File: config.mk
export PLATFORM = sky130hd
export DESIGN_NAME = interval_timer
export DESIGN_NICKNAME = d
export VERILOG_FILES = /design/src/rtl/tmr_pkg.sv /design/src/rtl/tmr_regs.sv /design/src/rtl/tmr_prescale.sv /design/src/rtl/tmr_counter.sv /design/src/rtl/tmr_irq.sv /design/src/rtl/interval_timer.sv
export SDC_FILE = /design/constraint.sdc
export NUM_CORES = 1
export LEC_CHECK = 0
export BUFFER_PORTS_ARGS = -buffer_cell sky130_fd_sc_hd__buf_4
export CAP_MARGIN = 30
export CELL_PAD_IN_SITES_DETAIL_PLACEMENT = 1
export CELL_PAD_IN_SITES_GLOBAL_PLACEMENT = 1
export CORE_ASPECT_RATIO = 0.7
export CORE_MARGIN = 2
export CORE_UTILIZATION = 44
export DETAILED_ROUTE_END_ITERATION = 8
export GPL_TIMING_DRIVEN = 0
export MAX_ROUTING_LAYER = met4
export PLACE_DENSITY_LB_ADDON = 0.25
export REMOVE_ABC_BUFFERS = 1
export SYNTH_ARGS = -nofsm -noshare
export SYNTH_HDL_FRONTEND = slang
export SYNTH_SLANG_ARGS = --single-unit
File: constraint.sdc
create_clock -name clk -period 3.6 [get_ports clk]
set_input_delay 0.36 -clock clk [delete_from_list [all_inputs] [get_ports clk]]
set_output_delay 0.36 -clock clk [all_outputs]
set_load 0.02 [all_outputs]
File: src/rtl/tmr_pkg.sv
// Shared constants and types for the interval timer.
// Assumes a 32-bit register bus addressed by word index.
package tmr_pkg;
    localparam int DATA_W       = 32;
    localparam int CTL_EN_BIT   = 28;
    localparam int CTL_MODE_BIT = 24;
    localparam int IRQ_PEND_BIT = 16;
    localparam int IRQ_EN_BIT   = 20;

    typedef enum logic [1:0] {
        REG_END = 2'd0,
        REG_CNT = 2'd1,
        REG_CTL = 2'd2,
        REG_IRQ = 2'd3
    } reg_sel_e;

    typedef enum logic {
        MODE_ONESHOT  = 1'b0,
        MODE_PERIODIC = 1'b1
    } run_mode_e;
endpackage

File: src/rtl/tmr_regs.sv
// Register file: holds the end value, control fields and interrupt enable.
// It also produces one-cycle write strobes for the count and interrupt registers.
// Assumes single-cycle writes; reads are handled at the top.
module tmr_regs
    import tmr_pkg::*;
#(
    parameter int CNT_W = 28,
    parameter int DIV_W = 16
) (
    input  logic              clk,
    input  logic              rst_n,
    input  logic [1:0]        bus_addr,
    input  logic              bus_we,
    input  logic [DATA_W-1:0] bus_wdata,
    output logic [CNT_W-1:0]  end_val,
    output logic              ctl_en,
    output run_mode_e         ctl_mode,
    output logic [DIV_W-1:0]  ctl_div,
    output logic              irq_en,
    output logic              wr_cnt,
    output logic              wr_ctl,
    output logic              wr_irq
);
    logic unused_wdata;
    assign unused_wdata = ^bus_wdata;

    // Decode write strobes per register.
    always_comb begin
        wr_cnt = bus_we && (reg_sel_e'(bus_addr) == REG_CNT);
        wr_ctl = bus_we && (reg_sel_e'(bus_addr) == REG_CTL);
        wr_irq = bus_we && (reg_sel_e'(bus_addr) == REG_IRQ);
    end

    // Store the programmable fields.
    always_ff @(posedge clk) begin
        if (!rst_n) begin
            end_val  <= '0;
            ctl_en   <= 1'b0;
            ctl_mode <= MODE_ONESHOT;
            ctl_div  <= '0;
            irq_en   <= 1'b0;
        end else begin
            if (bus_we && reg_sel_e'(bus_addr) == REG_END)
                end_val <= bus_wdata[CNT_W-1:0];
            if (wr_ctl) begin
                ctl_en   <= bus_wdata[CTL_EN_BIT];
                ctl_mode <= run_mode_e'(bus_wdata[CTL_MODE_BIT]);
                ctl_div  <= bus_wdata[DIV_W-1:0];
            end
            if (wr_irq)
                irq_en <= bus_wdata[IRQ_EN_BIT];
        end
    end
endmodule

File: src/rtl/tmr_prescale.sv
// Prescaler: pulses tick once every max(div,1) clocks while run is high.
// A restart (control write) or a stop sends the phase back to zero.
module tmr_prescale #(
    parameter int DIV_W = 16
) (
    input  logic             clk,
    input  logic             rst_n,
    input  logic             run,
    input  logic             restart,
    input  logic [DIV_W-1:0] div,
    output logic             tick
);
    localparam logic [DIV_W-1:0] ONE = DIV_W'(1);

    logic [DIV_W-1:0] phase;

    // Tick when the phase reaches the last step of the divisor.
    always_comb begin
        tick = run && ((div <= ONE) || (phase == div - ONE));
    end

    // Advance the phase; clear on tick, stop or restart.
    always_ff @(posedge clk) begin
        if (!rst_n)
            phase <= '0;
        else if (!run || restart || tick)
            phase <= '0;
        else
            phase <= phase + ONE;
    end

    AST_TICK_GAP: assert property (@(posedge clk) disable iff (!rst_n)
        (tick && div > ONE && !restart) |=> !tick);
endmodule

File: src/rtl/tmr_counter.sv
// Counter core: steps on ticks, wraps at the end value or the all-ones count,
// and holds the one-shot halt flag. A preset write beats a tick.
module tmr_counter
    import tmr_pkg::*;
#(
    parameter int CNT_W = 28
) (
    input  logic             clk,
    input  logic             rst_n,
    input  logic             tick,
    input  logic             en,
    input  run_mode_e        mode,
    input  logic             wr_ctl,
    input  logic             ctl_wr_en,
    input  logic             wr_cnt,
    input  logic [CNT_W-1:0] cnt_wdata,
    input  logic [CNT_W-1:0] end_val,
    output logic [CNT_W-1:0] cnt,
    output logic             stopped,
    output logic             wrap
);
    localparam logic [CNT_W-1:0] CNT_MAX = '1;
    localparam logic [CNT_W-1:0] CNT_ONE = CNT_W'(1);

    logic [CNT_W-1:0] cnt_inc;

    // Find the next value and whether this tick wraps.
    always_comb begin
        cnt_inc = cnt + CNT_ONE;
        wrap    = tick && ((cnt == CNT_MAX) ||
                           ((end_val != '0) && (cnt_inc == end_val)));
    end

    // Count register with preset priority.
    always_ff @(posedge clk) begin
        if (!rst_n)
            cnt <= '0;
        else if (wr_cnt)
            cnt <= cnt_wdata;
        else if (wrap)
            cnt <= '0;
        else if (tick)
            cnt <= cnt_inc;
    end

    // One-shot halt flag: set on a wrap, cleared by an enabling write or by disable.
    always_ff @(posedge clk) begin
        if (!rst_n)
            stopped <= 1'b0;
        else if ((wr_ctl && ctl_wr_en) || !en)
            stopped <= 1'b0;
        else if (wrap && mode == MODE_ONESHOT)
            stopped <= 1'b1;
    end

    AST_CNT_STEP: assert property (@(posedge clk) disable iff (!rst_n)
        (tick && !wr_cnt && !wrap) |=> cnt == $past(cnt) + CNT_ONE);
    AST_IDLE_HOLD: assert property (@(posedge clk) disable iff (!rst_n)
        (!tick && !wr_cnt) |=> cnt == $past(cnt));
    AST_WRAP_ZERO: assert property (@(posedge clk) disable iff (!rst_n)
        (wrap && !wr_cnt) |=> cnt == '0);
    AST_HALT_STAYS: assert property (@(posedge clk) disable iff (!rst_n)
        (stopped && en && !wr_ctl) |=> stopped);
endmodule

File: src/rtl/tmr_irq.sv
// Interrupt state: sticky pending flag set by wraps and cleared by write-one.
// A wrap in the same cycle as a clear keeps the flag set.
module tmr_irq (
    input  logic clk,
    input  logic rst_n,
    input  logic wrap,
    input  logic clr,
    input  logic irq_en,
    output logic pending,
    output logic irq
);
    // Pending flag with set priority.
    always_ff @(posedge clk) begin
        if (!rst_n)
            pending <= 1'b0;
        else if (wrap)
            pending <= 1'b1;
        else if (clr)
            pending <= 1'b0;
    end

    // Level interrupt gated by the enable.
    always_comb begin
        irq = pending && irq_en;
    end

    AST_PEND_WINS: assert property (@(posedge clk) disable iff (!rst_n)
        wrap |=> pending);
    AST_CLEAR: assert property (@(posedge clk) disable iff (!rst_n)
        (clr && !wrap) |=> !pending);
    AST_PEND_STICKY: assert property (@(posedge clk) disable iff (!rst_n)
        (pending && !clr) |=> pending);
endmodule

File: src/rtl/interval_timer.sv
// Top of the prescaled interval timer. It wires the register file, prescaler,
// counter and interrupt logic together and forms the read data.
// Assumes the bus is synchronous to clk and addresses registers by word.
module interval_timer
    import tmr_pkg::*;
#(
    parameter int CNT_W = 28,
    parameter int DIV_W = 16
) (
    input  logic              clk,
    input  logic              rst_n,
    input  logic [1:0]        bus_addr,
    input  logic              bus_we,
    input  logic [DATA_W-1:0] bus_wdata,
    output logic [DATA_W-1:0] bus_rdata,
    output logic              irq
);
    logic [CNT_W-1:0] end_val;
    logic             ctl_en;
    run_mode_e        ctl_mode;
    logic [DIV_W-1:0] ctl_div;
    logic             irq_en;
    logic             wr_cnt;
    logic             wr_ctl;
    logic             wr_irq;
    logic             tick;
    logic             run;
    logic [CNT_W-1:0] cnt;
    logic             stopped;
    logic             wrap;
    logic             pending;

    tmr_regs #(.CNT_W(CNT_W), .DIV_W(DIV_W)) u_regs (
        .clk       (clk),
        .rst_n     (rst_n),
        .bus_addr  (bus_addr),
        .bus_we    (bus_we),
        .bus_wdata (bus_wdata),
        .end_val   (end_val),
        .ctl_en    (ctl_en),
        .ctl_mode  (ctl_mode),
        .ctl_div   (ctl_div),
        .irq_en    (irq_en),
        .wr_cnt    (wr_cnt),
        .wr_ctl    (wr_ctl),
        .wr_irq    (wr_irq)
    );

    // Counting is allowed while enabled and not halted.
    always_comb begin
        run = ctl_en && !stopped;
    end

    tmr_prescale #(.DIV_W(DIV_W)) u_pre (
        .clk     (clk),
        .rst_n   (rst_n),
        .run     (run),
        .restart (wr_ctl),
        .div     (ctl_div),
        .tick    (tick)
    );

    tmr_counter #(.CNT_W(CNT_W)) u_cnt (
        .clk       (clk),
        .rst_n     (rst_n),
        .tick      (tick),
        .en        (ctl_en),
        .mode      (ctl_mode),
        .wr_ctl    (wr_ctl),
        .ctl_wr_en (bus_wdata[CTL_EN_BIT]),
        .wr_cnt    (wr_cnt),
        .cnt_wdata (bus_wdata[CNT_W-1:0]),
        .end_val   (end_val),
        .cnt       (cnt),
        .stopped   (stopped),
        .wrap      (wrap)
    );

    tmr_irq u_irq (
        .clk     (clk),
        .rst_n   (rst_n),
        .wrap    (wrap),
        .clr     (wr_irq && bus_wdata[IRQ_PEND_BIT]),
        .irq_en  (irq_en),
        .pending (pending),
        .irq     (irq)
    );

    // Read mux with unused bits held at zero.
    always_comb begin
        bus_rdata = '0;
        unique case (reg_sel_e'(bus_addr))
            REG_END: bus_rdata[CNT_W-1:0] = end_val;
            REG_CNT: bus_rdata[CNT_W-1:0] = cnt;
            REG_CTL: begin
                bus_rdata[CTL_EN_BIT]   = ctl_en;
                bus_rdata[CTL_MODE_BIT] = ctl_mode;
                bus_rdata[DIV_W-1:0]    = ctl_div;
            end
            REG_IRQ: begin
                bus_rdata[IRQ_EN_BIT]   = irq_en;
                bus_rdata[IRQ_PEND_BIT] = pending;
            end
            default: bus_rdata = '0;
        endcase
    end

    AST_IRQ_NEEDS_PEND: assert property (@(posedge clk) disable iff (!rst_n)
        irq |-> (pending && irq_en));
endmodule

## After elaboration in Yosys (flattened, before gate mapping)

Cells that the tools add are included.

- Register bits: 93
- Input bits: 37
- Output and inout bits: 33
- Logic and storage cells: 60

- Add/subtract/negate cells: 3
- $lt $le $gt $ge: 1
- Eq/ne operators: 6
- Mux-type cells: 13
- Bitwise gates (word level): 2
- Reduce and logical (&&, ||, !) cells: 26

Operators by type and width:

| operator | number |
|---|---|
| two-way mux 28 bit | 3 |
| case mux 16 bit (3 select lines) | 1 |
| adder 28 x 1 -> 28 bit, second input constant | 1 |
| equality test 28 bit | 1 |
| equality test 28 bit, second input constant | 1 |
| nonzero test 28 bit | 1 |
| case mux 3 bit (2 select lines) | 3 |
| adder 16 x 1 -> 16 bit, second input constant | 1 |
| equality test 16 bit | 1 |
| <= comparator 16 x 1 -> 1 bit, second input constant | 1 |
| subtractor 16 x 1 -> 16 bit, second input constant | 1 |
| logical AND 1 bit | 12 |
| case mux 1 bit (3 select lines) | 3 |
| logical OR 1 bit | 5 |
| equality test 2 bit, second input constant | 2 |
| OR reduction 2 bit | 2 |
| zero test 1 bit | 3 |
| two-way mux 1 bit | 3 |
| nonzero test 3 bit | 1 |
| equality test 2 x 1 -> 1 bit, second input constant | 1 |
| zero test 2 bit | 1 |
| inverter 1 bit | 2 |
| nonzero test 2 bit | 1 |

## Longest topological paths before layout

Gate-level depths: netlist of run 1.

- Depth in word-level cells: 7
- Mapped depth: 12
- Gate-level depth less buffers: 11

## Hierarchy

Synthesis of run 1 repeated with hierarchy kept, for this count alone.

- Cells, all modules: 769
- Area total of the unflattened synthesis: 6,613.8 um2

Modules (own cells, without submodules):

| module | times used | cells each | area an instance (um2) | seq. area each (um2) |
|---|---|---|---|---|
| tmr_counter | 1 | 347 | 2,743.9 | 580.6 |
| tmr_regs | 1 | 188 | 1,856.8 | 940.9 |
| tmr_prescale | 1 | 155 | 1,276.2 | 320.3 |
| interval_timer | 1 | 75 | 688.2 | 0.0 |
| tmr_irq | 1 | 4 | 48.8 | 20.0 |

## Worst setup path after synthesis of run 1

OpenSTA, ideal clock, no wires.

- Path kind: register -> register
- Start: register u_regs.ctl_div[5]
- End: register u_cnt.cnt[23]
- Arrival time: 3.220 ns
- Required time: 3.520 ns
- Slack: 0.300 ns
- Stages on the path, launching flop included: 11
- Clock period less this slack: 3.300 ns
- Path through: dfxtp_1 buf_2 or4_4 o41ai_2 nand4_1 or4_1 nand3b_1 o41a_1 a211oi_4 or3b_1 o211ai_1

- Word-level cells in the longest chain between the ends: 7
- Elaborated cells between the ends (all ways): 9
- Classes of those cells: 1 x add/sub; 1 x order compare; 1 x eq/ne; 2 x mux; 4 x reduce/logical

RTL lines:

| item | line | source |
|---|---|---|
| start: declaration | tmr_regs.sv:18 | `output logic [DIV_W-1:0] ctl_div,` |
| start signal: assignment | tmr_regs.sv:48 | `ctl_div <= bus_wdata[DIV_W-1:0];` |
| subtractor 16 x 1 -> 16 bit | tmr_prescale.sv:19 | `tick = run && ((div <= ONE) \|\| (phase == div - ONE));` |
| equality test 16 bit | tmr_prescale.sv:19 |  |
| logical OR 1 bit * | tmr_prescale.sv:19 |  |
| logical AND 1 bit * | tmr_prescale.sv:19 |  |
| logical AND 1 bit | tmr_counter.sv:30 | `wrap = tick && ((cnt == CNT_MAX) \|\|` |
| two-way mux 28 bit | tmr_counter.sv:40 | `else if (wrap)` |
| two-way mux 28 bit | tmr_counter.sv:38 | `else if (wr_cnt)` |
| end signal: assignment | tmr_counter.sv:39 | `cnt <= cnt_wdata;` |
| end signal: assignment | tmr_counter.sv:43 | `cnt <= cnt_inc;` |
| end: declaration | tmr_counter.sv:18 | `output logic [CNT_W-1:0] cnt,` |

Mark *: on every way between the ends. The rest lies on a longest branch, timed or not.
A chain may end at the register's enable or synchronous reset.

## Final worst setup path of run 1

- Start: register u_regs.ctl_div[0]
- End: register u_cnt.cnt[23]

Same word-level chain as after synthesis.

==> results_dict.tcl, run 1 <==
set metrics [dict create \
    status "finished, violations left" \
    violations "setup timing" \
    worstSetupEndpointType "register" \
    grt_overflow 0 \
    synth_edf_count 0 \
    fin_crit_sh_pct 100 \
    avgSynthCellArea_um2 7.25 \
    finalWorstSetupSlack_ns -0.0101 \
    timing.fmax_ghz 0.277 \
    crit_required_ns 3.89 \
    combPwrFrac_pct 22.9 \
    start_util_pct 44.5 \
    pwr-share-seq_pct 42.7 \
    diodes 0 \
    synth_area_um2 6490 \
    p_leak_nw 3.01 \
    vias_per_cell 6.31 \
    layout_commonest_cell "nand2_1" \
    wl_per_cell_um 23.9 \
    cts_root_buffer "clkbuf_16" \
    place_inst 1095 \
    seq_area_frac_synth_pct 28.7 \
    core_um2 14600 \
    row_count 37 \
    hold_class "in -> reg" \
    powerDensity_nw_per_um2 359 \
    p_int_mw 1.85 \
    cp.arrival_ns 3.90 \
    relSlewSlack_pct 40.3 \
    cts_inserted_buffers 9 \
    die-area_um2 15800 \
    fin_cells 1126 \
    crit_type "reg -> reg" \
    drv_slew 0 \
    hpwl_um 19600 \
    grt_pass1_vias 6756 \
    cts_buffer_depth 2 \
    yosys.cell_types.count 68 \
    p_clk_share_pct 34.4 \
    pin_count 70 \
    post-place-ws_ns -0.929 \
    drc_errors 0 \
    async_flop_share_pct 0 \
    hold_buffers 0 \
    die_w_um 149 \
    wirelength_um 26900 \
    worst_pin_slew_ns 0.895 \
    cts_tree "built" \
    crit_path_start_kind "register" \
    grt_pass1_wl_um 40800 \
    grt_usage_pct 35.2 \
    drive_gt1_share_pct 17.4 \
    antenna_found_initial 0 \
    synth_top_area_share_pct 28.7 \
    die_y_um 106 \
    path_max_fanout 5 \
    hold_violations 0 \
    yosys.area.top_type "dfxtp_1" \
    vias 7105 \
    clock-sinks 93 \
    clk_pin_slew_ns 0.07 \
    ys.flop_type "dfxtp_1" \
    hold_ws_ns 0.249 \
    drtAntennaViolNets 0 \
    synth_seq_cells 93 \
    routabilityCongestion 1.00 \
    final_core_util_pct 53.4 \
    switching_share_pct 33.8 \
    skew_ns 0.00965 \
    area_delta_synth_final_pct 19.9 \
    rsz0062_at_grt "true" \
    postLayoutCellArea_um2 7790 \
    vdd_drop_max_v 0.000230 \
    nets 968 \
    p_switching_mw 0.946 \
    final_cell_mix "nand2_1 (188), dfxtp_1 (87), buf_4 (81), a21oi_1 (67), nor2_1 (54)" \
    clock_latency_ns 0.36 \
    drv_cap 0 \
    syn_inst 896 \
    synth.area.top_cells "dfxtp_1 (29%), nand2_1 (11%), xnor2_1 (5.8%)" \
    period_minus_slack_ns 3.61 \
    grt_max_degree 39 \
    yosysWarnings 0 \
    dpl-instance-area_um2 7120 \
    htree_levels 3 \
    port_buffers 63 \
    drtPass1Iterations 5 \
    drtIter0Drc 690 \
    setup_viol 1 \
]
## critical path, cell delays in order, from the launching register on
cell      delay (ns)
dfxtp_4         0.36
or4_4           0.62
o41ai_4         0.34
nand4_1         0.14
or4_4           0.43
nand3b_1        0.21
o41a_4          0.50
a211oi_4        0.35
buf_6           0.17
or3b_1          0.34
o211ai_1        0.08
## per-stage QoR
step           power (mW)  TNS (ns)
4_1_cts              2.77         0
2_1_floorplan        1.53     -9.12
5_1_grt              2.90    -0.611
3_5_place_dp         1.79    -19.27
6_report             2.80   -0.0101
3_3_place_gp         1.75    -63.83
## cell type report
type	instances	area [um^2]
tap	195	244
clock buffer	11	253
fill	1802	6790
timing repair buffer	91	788
clock inverter	4	32.5
sequential	93	1870
multi-input combinational	722	4560
inverter	10	37.5
## sequential cells by signal, indices dropped and copies added (netlist names)
signal,cells
u_cnt.cnt,28
u_pre.phase,16
u_regs.ctl_en,1
u_cnt.stopped,1
u_irq.pending,1
u_regs.irq_en,1
u_regs.end_val,28
u_regs.ctl_div,16
u_regs.ctl_mode,1
## synthesized netlist by cell type, types with 3 or more instances
master	n
nand2_1	190
dfxtp_1	93
a21oi_1	68
clkbuf_1	61
nor2_1	55
xnor2_1	43
o21ai_0	41
nand3_1	33
xor2_1	33
mux2i_1	30
nand4_1	30
nor3_1	27
and3_1	21
nor4_1	19
a31oi_1	11
inv_1	10
and4_1	6
buf_1	6
nand3b_1	6
and2_1	5
nand2b_1	5
nor2b_1	5
o22ai_1	5
o311ai_2	5
o31ai_1	5
or4_1	5
a22oi_1	4
ha_1	4
nand4b_1	4
or3_1	4
a21o_1	3
a22o_1	3
a32oi_1	3
buf_4	3
mux2_2	3
nor3b_1	3
or2_2	3
## cells by family after synthesis
family,synth area share (%)
adder cells (fa/ha/maj),0.771
AO/OA/AOI/OAI,16.9
flip-flops,28.7
XOR/XNOR,10.9
other,0.0577
AND/OR/NAND/NOR,32.4
buffers and inverters,5.12
multiplexers,5.14
## path summary, 6_finish.rpt
| path | slack [ns] | startpoint | endpoint | cells past startpoint |
|---|---|---|---|---|
| worst max register to register | -0.01 | u_regs.ctl_div[0]$_SDFFE_PN0P_ | u_cnt.cnt[23]$_SDFFE_PN0P_ | 10 |
| worst min-delay path | 0.25 | bus_wdata[23] | u_regs.end_val[23]$_SDFFE_PN0P_ | 3 |
| worst min register to register | 0.50 | u_regs.ctl_mode$_SDFFE_PN0P_ | u_regs.ctl_mode$_SDFFE_PN0P_ | 2 |
| worst max-delay path | -0.01 | u_regs.ctl_div[0]$_SDFFE_PN0P_ | u_cnt.cnt[23]$_SDFFE_PN0P_ | 10 |
## power by group through the flow
| stage | Combinational [mW] | Sequential [mW] | Clock, mW |
|---|---|---|---|
| 2_1_floorplan | 0.363 | 1.17 | 0 |
| 3_3_place_gp | 0.544 | 1.21 | 0 |
| 3_5_place_dp | 0.578 | 1.21 | 0 |
| 4_1_cts | 0.605 | 1.19 | 0.977 |
| 5_1_grt | 0.689 | 1.20 | 1.01 |
| 6_report | 0.641 | 1.19 | 0.963 |
## what timing repair did
action                                  4_1_cts  5_1_grt
pin swaps                                     7       12
setup buffers                                 7        9
resized for setup                            32       22
endpoints found under the setup margin       30       32
## per-layer routing
layer / routed length, um / GRT usage [%] / vias to the layer above
met4: 342 / 7.35 / 0
li1: - / - / 3223
met1: 12700 / 51.3 / 3541
met5: 0 / - / -
met2: 11400 / 48.8 / 315
met3: 2470 / 8.96 / 26
No activity file was read; power rests on OpenSTA's default activity.
==> run 2, diff against run 1 <==
Settings changed: RECOVER_POWER from default to 50.
==> results_dict.tcl, run 2 (synthesized netlist as in run 1, its figures left out) <==
set metrics [dict create \
    cp_slowest_stage_delay_ns 0.62 \
    drv_slew 0 \
    clock_latency_ns 0.37 \
    die_y_um 106 \
    layout_commonest_cell "nand2_1" \
    crit_path_start_kind "register" \
    path_cells "or4_4 -> o41ai_4 -> nand4_1 -> or4_4 -> nand3b_1 -> o41a_4 -> a211oi_4 -> buf_6 -> or3b_1 -> o211ai_1" \
    final_cell_mix "nand2_1 (188), dfxtp_1 (87), buf_4 (70), a21oi_1 (67), nor2_1 (54)" \
    crit_type "reg -> reg" \
    row_count 37 \
    hpwl_um 19600 \
    die-area_um2 15800 \
    hold_violations 0 \
    timing.fmax_ghz 0.277 \
    hold_ws_ns 0.248 \
    period_minus_slack_ns 3.61 \
    port_buffers 63 \
    vdd_drop_max_v 0.000231 \
    drtPass1Iterations 5 \
    grt_pass1_wl_um 40800 \
    htree_levels 3 \
    path_max_fanout 5 \
    cts_inserted_buffers 9 \
    finalWorstSetupSlack_ns -0.00931 \
    cts_tree "built" \
    core_um2 14600 \
    vias_per_cell 6.31 \
    status "finished, violations left" \
    wirelength_um 26900 \
    hold_buffers 0 \
    relSlewSlack_pct 12.0 \
    fin_crit_sh_pct 100 \
    post-place-ws_ns -0.929 \
    p_leak_nw 2.95 \
    area_delta_synth_final_pct 19.0 \
    fin_tns_setup_ns -0.00931 \
    top_regs "u_cnt.cnt: 28 flops, u_regs.end_val: 28 flops" \
    grt_overflow 0 \
    clk_pin_slew_ns 0.07 \
    powerDensity_nw_per_um2 361 \
    vias 7105 \
    path_common_cell "or4_4" \
    drc_errors 0 \
    setup_viol 1 \
    drv_cap 0 \
    drtAntennaViolNets 0 \
    grt_usage_pct 35.2 \
    routabilityCongestion 1.00 \
    finalPower_mw 2.79 \
    cp.arrival_ns 3.90 \
    wl_per_cell_um 23.9 \
    diodes 0 \
    start_util_pct 44.5 \
    cts_root_buffer "clkbuf_16" \
    dpl-instance-area_um2 7120 \
    grt_max_degree 39 \
    grt_pass1_vias 6756 \
    worstSetupEndpointType "register" \
    clock-sinks 93 \
    cp_slowest_cell "or4_4" \
    worst_pin_slew_ns 1.32 \
    violations "setup timing" \
    die_w_um 149 \
    pin_count 70 \
    path_buf_inv 1 \
    crit_required_ns 3.89 \
    rsz0062_at_grt "true" \
    postLayoutCellArea_um2 7730 \
    cts_buffer_depth 2 \
    drtIter0Drc 674 \
    path_delay_family "simple AND/OR/NAND/NOR gates" \
    nets 968 \
    drive_gt1_share_pct 16.1 \
    antenna_found_initial 0 \
    regToRegSetupSlack_ns -0.009 \
    hold_class "in -> reg" \
    skew_ns 0.00961 \
]
## run 2: changes by cell type in the layout (fill, tap and decap cells not counted), moves of 2 or more
cell,before,now
and2_1,5,3
clkbuf_1,0,11
and2_0,0,2
buf_4,81,70
## run 2: metrics by stage
step	util, %	std cells
finish	53.0	1126
global route	53.0	1126
CTS	52.3	1117
detailed placement	48.8	1095
global placement	47.5	1083
floorplan	-	825
## run 2: area by class of cell
| type | count | area, um^2 |
|---|---|---|
| timing repair buffer | 91 | 724 |
| sequential | 93 | 1870 |
| clock inverter | 4 | 32.5 |
| tap | 195 | 244 |
| fill | 1811 | 6860 |
| clock buffer | 11 | 253 |
| multi-input combinational | 722 | 4560 |
| inverter | 10 | 37.5 |
## run 2: where the power goes
part | total, mW | switching [mW] | internal, mW
logic | 0.635 | 0.373 | 0.262
clock network | 0.961 | 0.454 | 0.507
registers | 1.19 | 0.117 | 1.08
## run 2: path summary, 6_finish.rpt
check                                       from                               to  depth (start not counted)
hold reg to reg        u_pre.phase[0]$_SDFF_PP0_        u_pre.phase[0]$_SDFF_PP0_                          1
hold / removal                     bus_wdata[23]  u_regs.end_val[23]$_SDFFE_PN0P_                          3
setup / recovery  u_regs.ctl_div[0]$_SDFFE_PN0P_       u_cnt.cnt[23]$_SDFFE_PN0P_                         10
setup reg to reg  u_regs.ctl_div[0]$_SDFFE_PN0P_       u_cnt.cnt[23]$_SDFFE_PN0P_                         10
## run 2: repair_timing
action                                  CTS  global route
gates resized for setup                  32            22
endpoints found under the setup margin   30            32
setup buffers                             7             9
pin swaps                                 7            12
## run 2: metal layers
layer | GRT usage (%) | vias up | part of all wire [%]
met1 | 51.3 | 3519 | 47
li1 | - | 3220 | -
met5 | - | - | 0
met2 | 48.8 | 338 | 42
met3 | 8.96 | 28 | 9.3
met4 | 7.35 | 0 | 1.3
## run 2: tightest hold or removal path, cell delays in order
cell     delay, ns
buf_4         0.11
nand2_1       0.05
a21oi_1       0.05
